File: config.mk
export PLATFORM = sky130hd
export DESIGN_NAME = pxs_top
export DESIGN_NICKNAME = d
export VERILOG_FILES = /design/src/rtl/pxs_pkg.sv /design/src/rtl/pxs_counter.sv /design/src/rtl/pxs_err.sv /design/src/rtl/pxs_port.sv /design/src/rtl/pxs_top.sv
export SDC_FILE = /design/constraint.sdc
export NUM_CORES = 1
export LEC_CHECK = 0
export BUFFER_PORTS_ARGS = -buffer_cell sky130_fd_sc_hd__buf_2
export CAP_MARGIN = 20
export CELL_PAD_IN_SITES_DETAIL_PLACEMENT = 1
export CELL_PAD_IN_SITES_GLOBAL_PLACEMENT = 1
export CORE_ASPECT_RATIO = 0.6
export CORE_MARGIN = 2
export CORE_UTILIZATION = 35
export DETAILED_ROUTE_END_ITERATION = 12
export GPL_TIMING_DRIVEN = 0
export PLACE_DENSITY_LB_ADDON = 0.1
export RECOVER_POWER = 100
export SLEW_MARGIN = 20
export SYNTH_ARGS = -nofsm -noshare
export SYNTH_HDL_FRONTEND = slang
export SYNTH_HIERARCHICAL = 1
export SYNTH_SLANG_ARGS = --single-unit
File: constraint.sdc
create_clock -name clk_i -period 3.73 [get_ports clk_i]
set_input_delay 0.1865 -clock clk_i [delete_from_list [all_inputs] [get_ports clk_i]]
set_output_delay 0.1865 -clock clk_i [all_outputs]
set_load 0.02 [all_outputs]
File: src/rtl/pxs_pkg.sv
package pxs_pkg;
  localparam int unsigned CB_MODE  = 0;
  localparam int unsigned CB_RUN   = 1;
  localparam int unsigned CB_BURST = 2;
  localparam int unsigned CB_CONT  = 3;
  localparam int unsigned CB_DBL   = 4;
  localparam int unsigned CB_ERR   = 5;
  localparam int unsigned CTRL_W   = 6;

  typedef struct packed {
    logic err_en;
    logic dbl;
    logic cont;
    logic burst;
    logic mode;
  } cfg_t;
endpackage

File: src/rtl/pxs_counter.sv
module pxs_counter #(
  parameter int unsigned CNT_W = 16
) (
  input  logic             clk_i,
  input  logic             rst_ni,
  input  logic             mode_i,
  input  logic             burst_i,
  input  logic             cont_i,
  input  logic             ctrl_wr_i,
  input  logic             wr_mode_i,
  input  logic             wr_run_i,
  input  logic             wr_cont_i,
  input  logic             load_i,
  input  logic [CNT_W-1:0] load_val_i,
  input  logic             pace_i,
  input  logic             half_rise_i,
  input  logic             arm_i,
  input  logic             irq_clr_i,
  output logic [CNT_W-1:0] cnt_o,
  output logic             run_o,
  output logic             done_o,
  output logic             irq_o
);
  logic [CNT_W-1:0] cnt_q;
  logic run_q, done_q, irq_q;
  logic dec_ev, tc_ev, arm_ev, start_ev;

  assign start_ev = ctrl_wr_i & wr_mode_i & wr_run_i;
  assign dec_ev   = run_q & ~ctrl_wr_i & (burst_i ? half_rise_i : pace_i);
  assign tc_ev    = dec_ev & ~cont_i & (cnt_q == CNT_W'(1));
  assign arm_ev   = run_q & ~ctrl_wr_i & cont_i & arm_i;

  always_ff @(posedge clk_i or negedge rst_ni) begin
    if (!rst_ni) begin
      cnt_q  <= '0;
      run_q  <= 1'b0;
      done_q <= 1'b0;
      irq_q  <= 1'b0;
    end else begin
      if (ctrl_wr_i)            run_q <= wr_mode_i & wr_run_i;
      else if (tc_ev || arm_ev) run_q <= 1'b0;

      // continuous start preloads all ones; arm freezes the residual count
      if (start_ev && wr_cont_i)  cnt_q <= '1;
      else if (load_i)            cnt_q <= load_val_i;
      else if (dec_ev && !arm_ev) cnt_q <= cnt_q - CNT_W'(1);

      done_q <= tc_ev | arm_ev;

      if (!mode_i)              irq_q <= 1'b0;
      else if (tc_ev || arm_ev) irq_q <= 1'b1;
      else if (irq_clr_i)       irq_q <= 1'b0;
    end
  end

  assign cnt_o  = cnt_q;
  assign run_o  = run_q;
  assign done_o = done_q;
  assign irq_o  = irq_q & mode_i;

  a_r3_idle_hold: assert property (@(posedge clk_i) disable iff (!rst_ni)
    (!run_q && !load_i && !ctrl_wr_i) |=> $stable(cnt_q));
  a_r5_tc_stop: assert property (@(posedge clk_i) disable iff (!rst_ni)
    (tc_ev && !load_i) |=> (cnt_q == '0 && !run_q && done_q));
  a_r5_done_single: assert property (@(posedge clk_i) disable iff (!rst_ni)
    done_q |=> !done_q);
  a_r6_arm_freeze: assert property (@(posedge clk_i) disable iff (!rst_ni)
    (arm_ev && !load_i) |=> ($stable(cnt_q) && !run_q && irq_q));
endmodule

File: src/rtl/pxs_err.sv
module pxs_err (
  input  logic clk_i,
  input  logic rst_ni,
  input  logic err_en_i,
  input  logic run_i,
  input  logic pace_i,
  input  logic full_i,
  input  logic empty_i,
  input  logic host_rd_i,
  input  logic host_wr_i,
  input  logic clr_i,
  output logic ovr_o,
  output logic unr_o
);
  logic ovr_q, unr_q;
  logic ovr_set, unr_set;

  assign ovr_set = err_en_i & full_i & (host_wr_i | (pace_i & run_i));
  assign unr_set = err_en_i & empty_i & host_rd_i;

  always_ff @(posedge clk_i or negedge rst_ni) begin
    if (!rst_ni) begin
      ovr_q <= 1'b0;
      unr_q <= 1'b0;
    end else begin
      if (clr_i)        ovr_q <= 1'b0;
      else if (ovr_set) ovr_q <= 1'b1;
      if (clr_i)        unr_q <= 1'b0;
      else if (unr_set) unr_q <= 1'b1;
    end
  end

  assign ovr_o = ovr_q;
  assign unr_o = unr_q;

  a_r8_ovr_sticky: assert property (@(posedge clk_i) disable iff (!rst_ni)
    (ovr_q && !clr_i) |=> ovr_q);
  a_r9_unr_set: assert property (@(posedge clk_i) disable iff (!rst_ni)
    (err_en_i && empty_i && host_rd_i && !clr_i) |=> unr_q);
  a_r10_ovr_quiet: assert property (@(posedge clk_i) disable iff (!rst_ni)
    (!err_en_i && !ovr_q) |=> !ovr_q);
  a_r10_unr_quiet: assert property (@(posedge clk_i) disable iff (!rst_ni)
    (!err_en_i && !unr_q) |=> !unr_q);
endmodule

File: src/rtl/pxs_port.sv
module pxs_port #(
  parameter int unsigned W = 8
) (
  input  logic         clk_i,
  input  logic         rst_ni,
  input  logic         dbl_i,
  input  logic         pace_i,
  input  logic         we_i,
  input  logic [W-1:0] wdata_i,
  output logic [W-1:0] q_o
);
  logic [W-1:0] hold_q, out_q;

  always_ff @(posedge clk_i or negedge rst_ni) begin
    if (!rst_ni) begin
      hold_q <= '0;
      out_q  <= '0;
    end else begin
      if (we_i) hold_q <= wdata_i;
      if (!dbl_i && we_i)      out_q <= wdata_i;
      else if (dbl_i && pace_i) out_q <= hold_q;
    end
  end

  assign q_o = out_q;

  a_r11_direct: assert property (@(posedge clk_i) disable iff (!rst_ni)
    (!dbl_i && we_i) |=> (out_q == $past(wdata_i)));
  a_r12_held: assert property (@(posedge clk_i) disable iff (!rst_ni)
    (dbl_i && !pace_i) |=> $stable(out_q));
endmodule

File: src/rtl/pxs_top.sv
module pxs_top
  import pxs_pkg::*;
#(
  parameter int unsigned CNT_W  = 16,
  parameter int unsigned PORT_W = 8,
  parameter int unsigned NPORT  = 2
) (
  input  logic                    clk_i,
  input  logic                    rst_ni,
  input  logic                    ctrl_we_i,
  input  logic [CTRL_W-1:0]       ctrl_wdata_i,
  input  logic                    cnt_we_i,
  input  logic [CNT_W-1:0]        cnt_wdata_i,
  input  logic                    arm_we_i,
  input  logic                    flag_clr_i,
  input  logic                    pace_i,
  input  logic                    fifo_half_i,
  input  logic                    fifo_full_i,
  input  logic                    fifo_empty_i,
  input  logic                    host_rd_i,
  input  logic                    host_wr_i,
  input  logic [NPORT-1:0]        port_we_i,
  input  logic [PORT_W-1:0]       port_wdata_i,
  output logic [CNT_W-1:0]        cnt_o,
  output logic [CTRL_W-1:0]       ctrl_o,
  output logic                    done_o,
  output logic                    irq_o,
  output logic                    ovr_o,
  output logic                    unr_o,
  output logic [NPORT*PORT_W-1:0] port_o
);
  cfg_t cfg_q;
  logic half_q, half_rise, run;

  always_ff @(posedge clk_i or negedge rst_ni) begin
    if (!rst_ni) begin
      cfg_q  <= '0;
      half_q <= 1'b0;
    end else begin
      half_q <= fifo_half_i;
      if (ctrl_we_i) begin
        cfg_q.mode   <= ctrl_wdata_i[CB_MODE];
        cfg_q.burst  <= ctrl_wdata_i[CB_BURST];
        cfg_q.cont   <= ctrl_wdata_i[CB_CONT];
        cfg_q.dbl    <= ctrl_wdata_i[CB_DBL];
        cfg_q.err_en <= ctrl_wdata_i[CB_ERR];
      end
    end
  end

  assign half_rise = fifo_half_i & ~half_q;

  always_comb begin
    ctrl_o           = '0;
    ctrl_o[CB_MODE]  = cfg_q.mode;
    ctrl_o[CB_RUN]   = run;
    ctrl_o[CB_BURST] = cfg_q.burst;
    ctrl_o[CB_CONT]  = cfg_q.cont;
    ctrl_o[CB_DBL]   = cfg_q.dbl;
    ctrl_o[CB_ERR]   = cfg_q.err_en;
  end

  pxs_counter #(.CNT_W(CNT_W)) u_cnt (
    .clk_i       (clk_i),
    .rst_ni      (rst_ni),
    .mode_i      (cfg_q.mode),
    .burst_i     (cfg_q.burst),
    .cont_i      (cfg_q.cont),
    .ctrl_wr_i   (ctrl_we_i),
    .wr_mode_i   (ctrl_wdata_i[CB_MODE]),
    .wr_run_i    (ctrl_wdata_i[CB_RUN]),
    .wr_cont_i   (ctrl_wdata_i[CB_CONT]),
    .load_i      (cnt_we_i),
    .load_val_i  (cnt_wdata_i),
    .pace_i      (pace_i),
    .half_rise_i (half_rise),
    .arm_i       (arm_we_i),
    .irq_clr_i   (flag_clr_i),
    .cnt_o       (cnt_o),
    .run_o       (run),
    .done_o      (done_o),
    .irq_o       (irq_o)
  );

  pxs_err u_err (
    .clk_i     (clk_i),
    .rst_ni    (rst_ni),
    .err_en_i  (cfg_q.err_en),
    .run_i     (run),
    .pace_i    (pace_i),
    .full_i    (fifo_full_i),
    .empty_i   (fifo_empty_i),
    .host_rd_i (host_rd_i),
    .host_wr_i (host_wr_i),
    .clr_i     (flag_clr_i),
    .ovr_o     (ovr_o),
    .unr_o     (unr_o)
  );

  for (genvar g = 0; g < NPORT; g++) begin : g_port
    pxs_port #(.W(PORT_W)) u_port (
      .clk_i   (clk_i),
      .rst_ni  (rst_ni),
      .dbl_i   (cfg_q.dbl),
      .pace_i  (pace_i),
      .we_i    (port_we_i[g]),
      .wdata_i (port_wdata_i),
      .q_o     (port_o[g*PORT_W +: PORT_W])
    );
  end

  a_r7_irq_mode: assert property (@(posedge clk_i) disable iff (!rst_ni)
    (ctrl_we_i && !ctrl_wdata_i[CB_MODE]) |=> !irq_o);
endmodule

* Yosys cells after proc, flatten, opt, wreduce, memory -nomap -nowiden *
Index checks and enable logic that the tools add are counted.

storage, ports and cells
  register bits = 59
  bits in latches = 0
  memory bits (writable) = 0
  memory bits (read-only) = 0
  input bits = 44
  output and inout port bits = 42
  word-level logic and storage cells = 71
  memories = 0

cells by class
  add/subtract/negate cells = 1
  $mul = 0
  div/mod/pow operators = 0
  magnitude comparators = 0
  equality and inequality tests = 2
  shift-type cells = 0
  mux-type cells = 17
  bitwise operators = 21
  reductions and logical operators = 14

operator list
  kind                                                                     number
  16-bit two-way mux                                                       3
  8-bit two-way mux                                                        4
  1-bit AND                                                                16
  16-bit by 1-bit equality test with 1-bit output (second input constant)  1
  16-bit by 1-bit subtractor with 16-bit output (second input constant)    1
  1-bit two-way mux                                                        10
  2-bit nonzero test                                                       5
  1-bit logical AND                                                        5
  3-bit by 2-bit != test with 1-bit output (second input constant)         1
  1-bit inverter                                                           3
  3-bit nonzero test                                                       1
  1-bit logical NOT                                                        2
  1-bit bitwise OR                                                         2
  1-bit logical OR                                                         1

* Depth between registers and ports, before layout *
Gate-level depths: netlist of run 1.

  depth in word-level cells = 9
  mapped depth = 6
  mapped depth without buffers = 6

* Cells and area by module *
Netlist of run 1, hierarchy kept.

modules (own cells, without submodules)
  module       times used  cells an instance  area an instance (um2)  seq. area each (um2)
  pxs_port     2           52                 779.5                   400.4
  pxs_counter  1           122                1111.1                  475.5
  pxs_top      1           13                 220.2                   150.1
  pxs_err      1           8                  82.6                    50.0

* Worst setup path after synthesis of run 1 *
Ideal clock, no wire load.

  kind = register -> register
  from = register u_cnt.cnt_q[8] (netlist: u_cnt/cnt_o[8])
  to = register u_cnt.run_q (netlist: u_cnt/run_o)
  setup time = 120 ps
  data arrival time = 1935 ps
  required time = 3610 ps
  setup slack = 1675 ps
  stages on the path, launching flop included = 5
  buffers on the path = 0
  period minus slack after synthesis = 2055 ps
  cells stage by stage = dfrtp_1 > or4_4 > nand2b_4 > or4_4 > a31o_2

between the ends
  word-level cells in the longest chain between the ends = 4

ends and longest elaborated chain
  item                                             RTL line           RTL
  start, declared                                  pxs_counter.sv:24  logic [CNT_W-1:0] cnt_q;
  start signal, assigned                           pxs_counter.sv:45  else if (load_i) cnt_q <= load_val_i;
  start signal, assigned                           pxs_counter.sv:46  else if (dec_ev && !arm_ev) cnt_q <= cnt_q - CNT_W'(1);
  16-bit by 1-bit equality test with 1-bit output  pxs_counter.sv:30  assign tc_ev = dec_ev & ~cont_i & (cnt_q == CNT_W'(1));
  1-bit AND                                        pxs_counter.sv:30
  1-bit logical OR                                 pxs_counter.sv:41  else if (tc_ev || arm_ev) run_q <= 1'b0;
  2-bit nonzero test (no line)                     n/a
  end signal, assigned                             pxs_counter.sv:40  if (ctrl_wr_i) run_q <= wr_mode_i & wr_run_i;
  end, declared                                    pxs_counter.sv:25  logic run_q, done_q, irq_q;

No other way between the ends.
A chain may end at the register's enable or synchronous reset.

* Final worst setup path of run 1 *
Same ends and word-level chain as after synthesis.

==> results of run 1 <==
==> cell usage in the layout (no fill, tap or decap), drive strengths merged, types with 6 or more instances in the layout <==
cell type  instances
xor2               6
a31oi             10
or3                9
o21ai              7
dfrtp             59
mux2              23
clkbuf            59
nor2              19
mux2i             48
a21oi              9
buf               48
nand4              6
==> power by group through the flow <==
stage	clock network, mW	logic (mW)	registers (mW)
floorplan	0	0.166	0.870
global placement	0	0.383	0.804
global route	0.847	0.406	0.814
CTS	0.813	0.400	0.801
finish	0.792	0.371	0.802
detailed placement	0	0.396	0.810
==> cell usage after synthesis (all sizes together) (3+ instances only) <==
cell,number
a21oi,9
a31oi,10
buf,7
clkbuf,5
dfrtp,59
inv,4
mux2,23
mux2i,48
nand2,4
nand2b,3
nand3,3
nand4,6
nor2,19
o21ai,7
or3,9
or4,4
xor2,6
==> flip-flops by register name (all words and copies together), names as in the netlist <==
register and flops:
u_err/unr_o 1, u_cnt/run_o 1, g_port.u_port/hold_q 16, u_cnt/cnt_o 16, u_cnt/done_o 1, g_port.u_port/q_o 16
u_err/ovr_o 1, half_q 1, u_cnt/irq_q 1, ctrl_o 5
==> worst max-delay path, cell delays in order (launching register included) <==
cell and delay (ns):
dfrtp_1 0.44, or4_1 0.64, nand2b_1 0.25, or4_1 0.60, a31o_2 0.28
==> worst max-delay path by stage <==
| stage | from | endpoint | slack [ns] | cells after the start |
|---|---|---|---|---|
| after detailed placement | u_cnt/cnt_o[1]$_DFFE_PN0P_ | u_cnt/cnt_o[10]$_DFFE_PN0P_ | 1.45 | 6 |
| after CTS | u_cnt/cnt_o[1]$_DFFE_PN0P_ | u_cnt/cnt_o[10]$_DFFE_PN0P_ | 1.44 | 6 |
| after floorplan | u_cnt/cnt_o[8]$_DFFE_PN0P_ | u_cnt/run_o$_DFFE_PN0P_ | 1.68 | 4 |
| after global routing | u_cnt/cnt_o[0]$_DFFE_PN0P_ | u_cnt/cnt_o[10]$_DFFE_PN0P_ | 1.22 | 6 |
| final | u_cnt/cnt_o[8]$_DFFE_PN0P_ | u_cnt/run_o$_DFFE_PN0P_ | 1.42 | 4 |
| after global placement | u_cnt/cnt_o[0]$_DFFE_PN0P_ | u_cnt/cnt_o[10]$_DFFE_PN0P_ | 1.53 | 6 |
==> kinds of logic after synthesis <==
logic type	Yosys count	share of synthesized area, %
multiplexers	71	25.4
flip-flops	59	49.7
AO/OA/AOI/OAI	31	6.06
buffers and inverters	16	3.91
adder cells (fa/ha/maj)	2	0.842
XOR/XNOR	7	2.06
AND/OR/NAND/NOR	61	12.1
==> per-stage QoR <==
step	cell area (um^2)	instances	total power, mW	worst slack [ns]	hold slack, ns
floorplan	2970	247	1.04	1.68	-0.109
global placement	3520	438	1.19	1.53	0.308
detailed placement	3550	439	1.21	1.45	0.0617
CTS	3860	455	2.01	1.44	0.0416
global route	3770	455	2.07	1.22	0.0515
finish	3770	455	1.97	1.42	0.0553
==> metal layers <==
layer  vias up  routed length [um]
li1       1099                   -
met1      1153                4250
met2        63                3410
met3         7                 441
met4         0                  53
met5         -                   0
==> layout make-up <==
class	count	share of cell area, %
clock buffer	11	6.44
inverter	4	0.398
buffer	12	2.62
multi-input combinational	172	35.8
sequential	59	39.2
clock inverter	3	1.06
timing repair buffer	86	10.9
tap	108	3.59
==> key figures, run 1 <==
Run status
  • Outcome: complete, no violations

Floorplanning
  • Die Height: ~75 um
  • Core Region: 0.00807 mm^2
  • Initial Util: ~37%
  • Die footprint: 0.00927 mm^2
  • Ports: 86
  • Width of the die: between 100 and 150 um
  • Row count: 25

Route
  • Via count: 2322
  • DRC viols: 0
  • First drt pass iteration count: 4
  • Antenna violation net count after detailed routing: 0
  • Starting DRT DRC Count: 88
  • WL/cell: 17.9 um
  • Drt total wl: 8150 um
  • DR vias/cell: 5.10

Power
  • Net load switching power: 0.572 mW
  • VDD IR-drop max: 0.246 mV
  • Sw Share: 29.1%
  • Sequential power share: between 40% and 50%
  • Pwr dens: 522 mW/mm^2
  • Power share of the combinational group: between 10% and 20%
  • P_leak: ~1.7 nW
  • Clk pwr share: between 40% and 50%
  • Internal power consumption: 1.39 mW

Synth
  • Cell taking the most area after synthesis: dfrtp_1
  • Top-area cell type share of the netlist area: 49.7%
  • Top FF cell, synth: dfrtp_1
  • Number of flops mapped to enable cells by yosys: 0
  • Distinct cells, synth: 43
  • Mean Syn Cell Area: 12.0 um^2
  • Post-Synthesis Cell Area: 0.00297 mm^2
  • Sequential cell area fraction in the yosys report: between 40 and 50%
  • Largest cells by area after synthesis: dfrtp_1 (50%), mux2i_1 (16%), mux2_2 (7.2%), nor2_1 (2.4%), a31oi_1 (2.1%)
  • Post-synth net total: 293
  • Syn Inst Count: 247
  • YS warnings: 6
  • Post-synthesis register bit count: 59
  • Async SR Flop Fraction: between 90% and 100%

STA
  • Post-layout min period: 2.31 ns
  • Final setup fails: 0
  • Layout Skew: just under 0.005 ns
  • Unrepaired setup endpoints after global routing: no
  • F_max: 0.432 GHz
  • Final period util: 62.0%
  • Least-Margin Pin Slew: approximately 0.9 ns
  • Slew HR: approximately two fifths
  • Fin Setup TNS: 0 ns
  • Hold violation count in the final report: 0
  • Final Max Tran Viols: 0

Setup path
  • Data required, critical path: 3.94 ns
  • Reg2reg start: u_cnt/cnt_o[8]$_DFFE_PN0P_
  • CP arrival: between 2 and 3 ns
  • Critical R2R Capture: u_cnt/run_o$_DFFE_PN0P_
  • Worst Setup Start Kind: register
  • Reg2Reg Depth: 4
  • R2R Setup Slk: 1.42 ns
  • CP Class: register to register
  • Crit. End Element: register
  • Max FO, Critical Path: 6

Clock network
  • CTS tree: built
  • Worst-skew pair later-pin latency: 0.32 ns
  • Worst-path clk slew: 0.05 ns
  • Hold buffer count at CTS: 2
  • CTS H-tree depth: 3
  • Clock buffer depth: 2
  • PostCTS Resize Cnt: 0
  • Setup bufs post-CTS: 0
  • Clock sinks: 59
  • CTS buffer count: 9
  • CTS root buffer: clkbuf_16

Global route
  • Vias in the first global route: 2349
  • GR Layer Usage met2: between 20 and 30%
  • M1 GR Usage: 27.2%
  • Largest net degree at the start of global routing: 47
  • Initial antenna violation count: 0
  • GRT Util Overall: 18.9%
  • Busiest grt layer: met2
  • Total congestion overflow: 0
  • Routing usage on met3: 5.16%
  • First-pass GRT wire length: 12800 um

Flow run
  • Max Cap Violations: 0

Min path
  • Beginning of the worst hold path: flag_clr_i
  • WHS Endpoint: u_err/unr_o$_DFFE_PN0P_
  • WHS Path Cells: 2
  • Tightest Hold Check Type: primary input to register

Cells and area
  • Nets: 390
  • Area of the multi-input gates: about 0.0014 mm^2
  • Fillers: 908
  • Layout area overhead: 26.8%
  • N_diodes: 0
  • Seq. cell area: 0.00148 mm^2
  • Final core utilization: 46.7%
  • Share of layout cells above drive strength 1: 24.5%

Placed design
  • Count of buffers from port buffering: 83
  • Gpl congestion: 0.736
  • Hpwl dp: between 5000 and 6000 um
Power figures use the tool's default switching activity.
==> run 2: changes to the inputs <==
--- a/config.mk
+++ b/config.mk
@@ -5,13 +5,14 @@
 export SDC_FILE = /design/constraint.sdc
 export NUM_CORES = 1
 export LEC_CHECK = 0
+export ABC_AREA = 1
 export BUFFER_PORTS_ARGS = -buffer_cell sky130_fd_sc_hd__buf_2
 export CAP_MARGIN = 20
 export CELL_PAD_IN_SITES_DETAIL_PLACEMENT = 1
 export CELL_PAD_IN_SITES_GLOBAL_PLACEMENT = 1
 export CORE_ASPECT_RATIO = 0.6
 export CORE_MARGIN = 2
-export CORE_UTILIZATION = 35
+export CORE_UTILIZATION = 33
 export DETAILED_ROUTE_END_ITERATION = 12
 export GPL_TIMING_DRIVEN = 0
 export PLACE_DENSITY_LB_ADDON = 0.1
==> constraint.sdc (replaced) <==
create_clock -name clk_i -period 2.1 [get_ports clk_i]
set_input_delay 0.105 -clock clk_i [delete_from_list [all_inputs] [get_ports clk_i]]
set_output_delay 0.105 -clock clk_i [all_outputs]
set_load 0.02 [all_outputs]
==> key figures, run 2 <==
Run status
  • Outcome: finished with violations
  • Failing checks: capacitance limit, slew limit

Synth
  • Post-synth net total: 501 (+71%)
  • Synth Area in Adders: 0.775% (-0.067 points)
  • Async SR Flop Fraction: 100% (unchanged)
  • Mean Syn Cell Area: 7.10 um^2 (-41%)
  • Post-synthesis register bit count: 59 (unchanged)
  • Number of flops mapped to enable cells by yosys: 0 (unchanged)
  • Top FF cell, synth: dfrtp_1
  • Most common cell in the synthesized netlist: nand2_1
  • Syn Inst Count: 455 (+84%)
  • Sequential cell area fraction in the yosys report: 45.7% (-3.9 points)
  • Xor and xnor fraction of the mapped netlist area: 0.271% (-1.8 points)
  • Top-area cell type share of the netlist area: 45.7% (-3.9 points)
  • Post-Synthesis Cell Area: 0.00323 mm^2 (+8.6%)
  • Mux share of post-synthesis cell area: 0% (-25 points)
  • Cell taking the most area after synthesis: dfrtp_1
  • Largest cells by area after synthesis: dfrtp_1 (46%), nand2_1 (19%), inv_1 (7.6%), nand3_1 (5.7%), nor2_1 (5.0%)
  • Synth Area in Compound Gates: 9.18% (+3.1 points)
  • Post-Synth Simple-Gate Area: 33.8% (+22 points)
  • Commonest cells post-synth: nand2_1 (161), inv_1 (65), dfrtp_1 (59)
  • YS warnings: 6 (unchanged)
  • Distinct cells, synth: 28 (-35%)
  • Largest family of logic cells by synthesized area: simple AND/OR/NAND/NOR gates

Route
  • Antenna violation net count after detailed routing: 0 (unchanged)
  • Drt total wl: 10800 um (+33%)
  • DRC viols: 0 (unchanged)
  • WL/cell: 15.6 um (-13%)
  • First drt pass iteration count: 4 (unchanged)
  • Starting DRT DRC Count: 143 (+63%)
  • Routed wl met3: 630 um (+43%)
  • Routed length on met2: 4090 um (+20%)
  • Via count: 3234 (+39%)
  • Met1 Wirelength: 5990 um (+41%)
  • Max Used Layer: met4
  • DR vias/cell: 4.66 (-8.7%)

Cells and area
  • Share of layout cells above drive strength 1: 13.5% (-11 points)
  • Layout area overhead: 27.5%
  • Most common cell after layout, fill and taps aside: nand2_1
  • Seq. cell area: 0.00148 mm^2 (unchanged)
  • N_diodes: 0 (unchanged)
  • Area of the multi-input gates: 0.00139 mm^2 (+3.1%)
  • Most frequent cells in the layout: nand2_1 (165), inv_1 (69), dfrtp_1 (59)
  • Fillers: 1248 (+37%)
  • Nets: 605 (+55%)
  • Final Non-Filler Cells: 694 (+53%)

STA
  • Hold violation count in the final report: 0 (unchanged)
  • Final period util: 84.7%
  • Least-Margin Pin Slew: 1.57 ns (+0.651 ns)
  • Layout Skew: 0.00599 ns (+0.00111 ns)
  • Unrepaired setup endpoints after global routing: no
  • Final setup fails: 0 (unchanged)
  • Final Max Tran Viols: 26 (+26)
  • Slew HR: -4.65% (-43 points)
  • Post-layout min period: 1.78 ns
  • Fin Setup TNS: 0 ns (unchanged)
  • F_max: 0.562 GHz

Floorplanning
  • Die Height: 80.6 um (+6.9%)
  • Ports: 86 (unchanged)
  • Initial Util: 34.6% (-2.2 points)
  • Core Region: 0.00932 mm^2 (+16%)
  • Width of the die: 132 um (+7.1%)
  • Die footprint: 0.0106 mm^2 (+15%)
  • Row count: 27 (+8.0%)

Power
  • VDD IR-drop max: 0.490 mV (+99%)
  • Pwr Total: 3.73 mW (+90%)
  • Pwr dens: 906 mW/mm^2 (+74%)
  • P_leak: 2.17 nW (+30%)

Clock network
  • Clock buffer depth: 2 (unchanged)
  • CTS H-tree depth: 3 (unchanged)
  • Clock sinks: 59 (unchanged)
  • CTS tree: built
  • Worst-path clk slew: 0.05 ns (about the same)
  • Worst-skew pair later-pin latency: 0.33 ns (about the same)
  • PostCTS Resize Cnt: 0 (unchanged)
  • CTS buffer count: 9 (unchanged)
  • CTS root buffer: clkbuf_16

Min path
  • Tightest Hold Check Type: primary input to register
  • WHS Endpoint: ctrl_o[0]$_DFFE_PN0P_
  • WHS Path Cells: 3 (+1)
  • Beginning of the worst hold path: ctrl_wdata_i[0]

Placed design
  • Count of buffers from port buffering: 85 (+2.4%)
  • Hpwl dp: 8070 um (+36%)
  • Dpl cells: 671 (+53%)
  • Gpl congestion: 0.837 (+14%)

Flow run
  • Max Cap Violations: 1 (+1)

Setup path
  • Crit. End Element: register
  • Data required, critical path: 2.31 ns (-1.63 ns)
  • Reg2reg start: u_cnt/cnt_o[0]$_DFFE_PN0P_
  • Max FO, Critical Path: 10 (+4)
  • CP arrival: 1.99 ns (-0.53 ns)
  • Reg2Reg Depth: 10 (+6)
  • Worst Setup Start Kind: primary input
  • Critical R2R Capture: u_cnt/cnt_o[6]$_DFFE_PN0P_
  • R2R Setup Slk: 0.37 ns (-1.05 ns)
  • CP Class: primary input to register

Global route
  • Total congestion overflow: 0 (unchanged)
  • First-pass GRT wire length: 17600 um (+37%)
  • GRT Util Overall: 21.8% (+3.0 points)
  • Largest net degree at the start of global routing: 35 (-26%)
  • Vias in the first global route: 3299 (+40%)
  • Initial antenna violation count: 0 (unchanged)
-- run 2: cell types whose count changed after synthesis, moves of 7 or more --
cell,before,now
o21ai_0,7,30
mux2i_1,48,0
inv_1,4,65
nor2_1,19,43
a31oi_1,10,3
nand3_1,3,37
nand2_1,4,161
mux2_2,19,0
-- run 2: power by group --
part           switching, mW  internal (mW)  leakage (nW)
clock                  0.541          0.944         0.145
combinational          0.567          0.251          1.32
sequential             0.138           1.29         0.706
total                   1.25           2.48          2.17
-- run 2: cell families (layout without fill, tap and decap cells) --
kind of cell               count (synthesis)  after routing
and+or+nand+nor                          257            257
buffers and inverters                     81            190
DFF                                       59             59
AOI/OAI and AO/OA                         55             55
adders and majority gates                  2              2
xor gates and xnor gates                   1              1
-- run 2: how the worst max path moves through the flow --
stage                                   to  slack [ns]  cells after the start                        from
2_1_floorplan   u_cnt/cnt_o[6]$_DFFE_PN0P_        0.65                     10  u_cnt/cnt_o[0]$_DFFE_PN0P_
3_3_place_gp   u_cnt/cnt_o[10]$_DFFE_PN0P_        0.49                      8  u_cnt/cnt_o[0]$_DFFE_PN0P_
3_5_place_dp    u_cnt/cnt_o[6]$_DFFE_PN0P_        0.39                     10  u_cnt/cnt_o[0]$_DFFE_PN0P_
4_1_cts         u_cnt/cnt_o[6]$_DFFE_PN0P_        0.38                     10  u_cnt/cnt_o[0]$_DFFE_PN0P_
5_1_grt        u_cnt/cnt_o[14]$_DFFE_PN0P_        0.12                     12                 fifo_half_i
6_report        u_cnt/cnt_o[8]$_DFFE_PN0P_        0.32                     12                 fifo_half_i
-- run 2: worst max-delay path, cell delays in order --
cell and delay, ns:
dlygate4sd3_1 0.53, clkbuf_1 0.15, inv_1 0.05, nor2_1 0.08, inv_1 0.05, nand2_1 0.07
nand4_1 0.20, nand2_4 0.21, clkinvlp_2 0.18, buf_6 0.18, nor2_1 0.11, a21oi_1 0.08
-- run 2: final cells by class --
type / count / area share [%]
Sequential cell: 59 / 35.9
Multi-Input combinational cell: 315 / 33.8
Timing Repair Buffer: 93 / 11.2
Inverter: 71 / 6.50
Clock buffer: 11 / 5.90
Tap cell: 130 / 3.95
Buffer: 10 / 1.52
Clock inverter: 5 / 1.28
-- run 2: layer usage --
layer	track usage, %	vias up
met3	5.18	12
met4	6.52	0
met2	29.5	90
met5	0	-
li1	-	1614
met1	33.6	1518
-- run 2: repair_timing --
action,4_1_cts,5_1_grt
setup buffers,0,0
hold buffers,7,0
endpoints found under the hold margin,32,0
-- run 2: through the flow --
stage	setup WS (ns)	hold WS [ns]	utilization, %	instance area, um^2
floorplan	0.654	-0.191	-	3230
global placement	0.495	0.249	40.9	3820
detailed placement	0.394	0.0513	41.2	3840
CTS	0.377	0.00805	45.1	4210
global route	0.123	0.0174	44.1	4120
finish	0.320	0.0248	44.1	4120
==> run 3: changes to the inputs <==
--- a/config.mk
+++ b/config.mk
@@ -12,7 +12,7 @@
 export CELL_PAD_IN_SITES_GLOBAL_PLACEMENT = 1
 export CORE_ASPECT_RATIO = 0.6
 export CORE_MARGIN = 2
-export CORE_UTILIZATION = 33
+export CORE_UTILIZATION = 35
 export DETAILED_ROUTE_END_ITERATION = 12
 export GPL_TIMING_DRIVEN = 0
 export PLACE_DENSITY_LB_ADDON = 0.1
==> constraint.sdc (replaced) <==
create_clock -name clk_i -period 1.8 [get_ports clk_i]
set_input_delay 0.09 -clock clk_i [delete_from_list [all_inputs] [get_ports clk_i]]
set_output_delay 0.09 -clock clk_i [all_outputs]
set_load 0.02 [all_outputs]
==> key figures, run 3 (same netlist as run 2, synthesis figures left out) <==
Route
  • Via count: 3201 (-1.0%)
  • Antenna violation net count after detailed routing: 0 (unchanged)
  • First drt pass iteration count: 4 (unchanged)
  • DR vias/cell: 4.71 (+1.0%)
  • WL/cell: 15.0 um (-4.1%)
  • Drt total wl: 10200 um (-6.0%)
  • Starting DRT DRC Count: 112 (-22%)
  • DRC viols: 0 (unchanged)

STA
  • Post-layout min period: about 1.6 ns
  • Layout Skew: 0.00410 ns (-0.00189 ns)
  • F_max: 0.634 GHz
  • Final setup fails: 0 (unchanged)
  • Final Max Tran Viols: 0 (-100%)
  • Hold violation count in the final report: 0 (unchanged)
  • Least-Margin Pin Slew: 0.721 ns (-0.849 ns)
  • Unrepaired setup endpoints after global routing: no
  • Slew HR: 52.0% (+57 points)
  • Final period util: 87.6%
  • Worst Setup Slack, final: 0.224 ns (-0.0966 ns)
  • Fin Setup TNS: 0 ns (unchanged)

Floorplanning
  • Core Region: 0.00905 mm^2 (-2.9%)
  • Die Height: 78.4 um (-2.8%)
  • Width of the die: 128 um (-2.8%)
  • Ports: 86 (unchanged)
  • Initial Util: 35.7% (+1.0 points)
  • Die footprint: 0.0100 mm^2 (-5.5%)
  • Row count: 27 (unchanged)

Min path
  • WHS Endpoint: ctrl_o[0]$_DFFE_PN0P_
  • Tightest Hold Check Type: primary input to register
  • Beginning of the worst hold path: ctrl_wdata_i[0]
  • WHS Path Cells: 3 (unchanged)

Clock network
  • CTS root buffer: clkbuf_16
  • CTS buffer count: 9 (unchanged)
  • Clock buffer depth: 2 (unchanged)
  • Clock sinks: 59 (unchanged)
  • Worst-skew pair later-pin latency: 0.32 ns (about the same)
  • CTS tree: built
  • CTS H-tree depth: 3 (unchanged)
  • Worst-path clk slew: 0.05 ns (about the same)

Cells and area
  • Nets: 605 (unchanged)
  • Most frequent cells in the layout: nand2_1 (163), inv_1 (68), dfrtp_1 (59)
  • N_diodes: 0 (unchanged)
  • Final core utilization: 45.0% (+0.89 points)
  • Design Area, Final: 0.00408 mm^2 (-0.94%)
  • Layout area overhead: 26.3%
  • Fillers: 1222 (-2.1%)
  • Share of layout cells above drive strength 1: 13.3% (-0.18 points)
  • Most common cell after layout, fill and taps aside: nand2_1

Power
  • VDD IR-drop max: 0.514 mV (+4.8%)
  • Pwr dens: 1030 mW/mm^2 (+13%)
  • Sequential power share: 39.7% (+1.5 points)
  • Power share of the combinational group: 22.7% (+0.8 points)
  • Sw Share: 33.3% (-0.15 points)
  • Clk pwr share: 37.6% (-2.2 points)
  • Internal power consumption: 2.80 mW (+13%)
  • Net load switching power: 1.39 mW (+12%)
  • P_leak: 2.17 nW (-0.29%)

Placed design
  • Placed instance area: 0.00383 mm^2 (-0.26%)
  • Count of buffers from port buffering: 85 (unchanged)
  • Gpl congestion: 0.820 (-2.1%)
  • Hpwl dp: 7590 um (-5.9%)
  • Pre-CTS setup slack: 0.172 ns (-0.223 ns)

Setup path
  • Crit-path cells: dlygate4sd3_1, clkbuf_1, inv_1, nor2_1, inv_1, nand2_1, nand4_1, nand2_4, buf_4, nor2_1, a21oi_1
  • CP Class: primary input to register
  • Data required, critical path: 2.05 ns (-0.26 ns)
  • Crit. End Element: register
  • Slowest stage delay, CP: 0.52 ns (about the same)
  • R2R Setup Slk: 0.23 ns (-0.14 ns)
  • Critical R2R Capture: u_cnt/cnt_o[6]$_DFFE_PN0P_
  • CP arrival: 1.82 ns (-0.17 ns)
  • Worst path top cell family by delay: buffers and inverters
  • Reg2Reg Depth: 10 (unchanged)
  • Reg2reg start: u_cnt/cnt_o[0]$_DFFE_PN0P_
  • Max FO, Critical Path: 10 (unchanged)
  • Slowest-stage cell, CP: dlygate4sd3_1
  • WP buf/inv: 5 (-1)
  • Worst Setup Start Kind: primary input

Run status
  • Outcome: complete, no violations

Global route
  • Vias in the first global route: 3159 (-4.2%)
  • GRT Util Overall: 21.8% (-0.046 points)
  • Initial antenna violation count: 0 (unchanged)
  • Largest net degree at the start of global routing: 52 (+49%)
  • Total congestion overflow: 0 (unchanged)
  • First-pass GRT wire length: 16700 um (-5.2%)

Flow run
  • Max Cap Violations: 0 (-1)
==> run 3: routing by layer <==
layer  vias to the layer above  track usage [%]  routed length [um]  part of all wire [%]
li1                       1616                -                   -                     -
met1                      1498             33.8                5580                    55
met2                        80             30.2                4000                    39
met3                         7             4.98                 530                   5.2
met4                         0             5.27                  73                  0.72
met5                         -                0                   0                     0
==> run 3: through the flow <==
step           total power, mW  hold WS, ns  std cells
2_1_floorplan             2.26       -0.206        455
3_3_place_gp              2.64        0.216        656
3_5_place_dp              2.68      -0.0642        657
4_1_cts                   4.31      0.00401        680
5_1_grt                   4.46       0.0263        680
6_report                  4.19       0.0181        680
==> run 3: cell type report <==
| cell class | count | area, um^2 | area share [%] |
|---|---|---|---|
| Timing Repair Buffer | 93 | 448 | 11.0 |
| Clock buffer | 14 | 264 | 6.47 |
| Buffer | 10 | 62.6 | 1.53 |
| Multi-Input combinational cell | 315 | 1400 | 34.4 |
| Sequential cell | 59 | 1480 | 36.2 |
| Inverter | 71 | 269 | 6.60 |
| Clock inverter | 2 | 10.0 | 0.245 |
| Tap cell | 116 | 145 | 3.56 |
==> run 3: worst min-delay path, stage by stage <==
cell and delay (ns):
buf_2 0.10, nand2_1 0.06, nand2_1 0.06
==> run 3: what timing repair did <==
item | 4_1_cts | 5_1_grt
buffers inserted | 0 | 0
resized for setup | 0 | 1
hold buffers | 7 | 0
endpoints found under the hold margin | 66 | 0
setup endpoints to repair | 0 | 2
==> run 3: how the worst max path moves through the flow <==
stage | start | endpoint | cells after the start
5_1_grt | u_cnt/cnt_o[3]$_DFFE_PN0P_ | u_cnt/cnt_o[6]$_DFFE_PN0P_ | 9
6_report | fifo_half_i | u_cnt/cnt_o[12]$_DFFE_PN0P_ | 11
4_1_cts | u_cnt/cnt_o[0]$_DFFE_PN0P_ | u_cnt/cnt_o[6]$_DFFE_PN0P_ | 10
3_3_place_gp | u_cnt/cnt_o[0]$_DFFE_PN0P_ | u_cnt/cnt_o[14]$_DFFE_PN0P_ | 8
3_5_place_dp | u_cnt/cnt_o[0]$_DFFE_PN0P_ | u_cnt/cnt_o[6]$_DFFE_PN0P_ | 10
2_1_floorplan | u_cnt/cnt_o[0]$_DFFE_PN0P_ | u_cnt/cnt_o[6]$_DFFE_PN0P_ | 10
==> run 3: power groups by stage <==
stage	clock, mW	sequential (mW)	combinational, mW
after floorplan	0	1.82	0.436
after global placement	0	1.67	0.967
after detailed placement	0	1.68	0.996
after CTS	1.62	1.66	1.02
after global routing	1.69	1.70	1.07
final	1.58	1.66	0.953
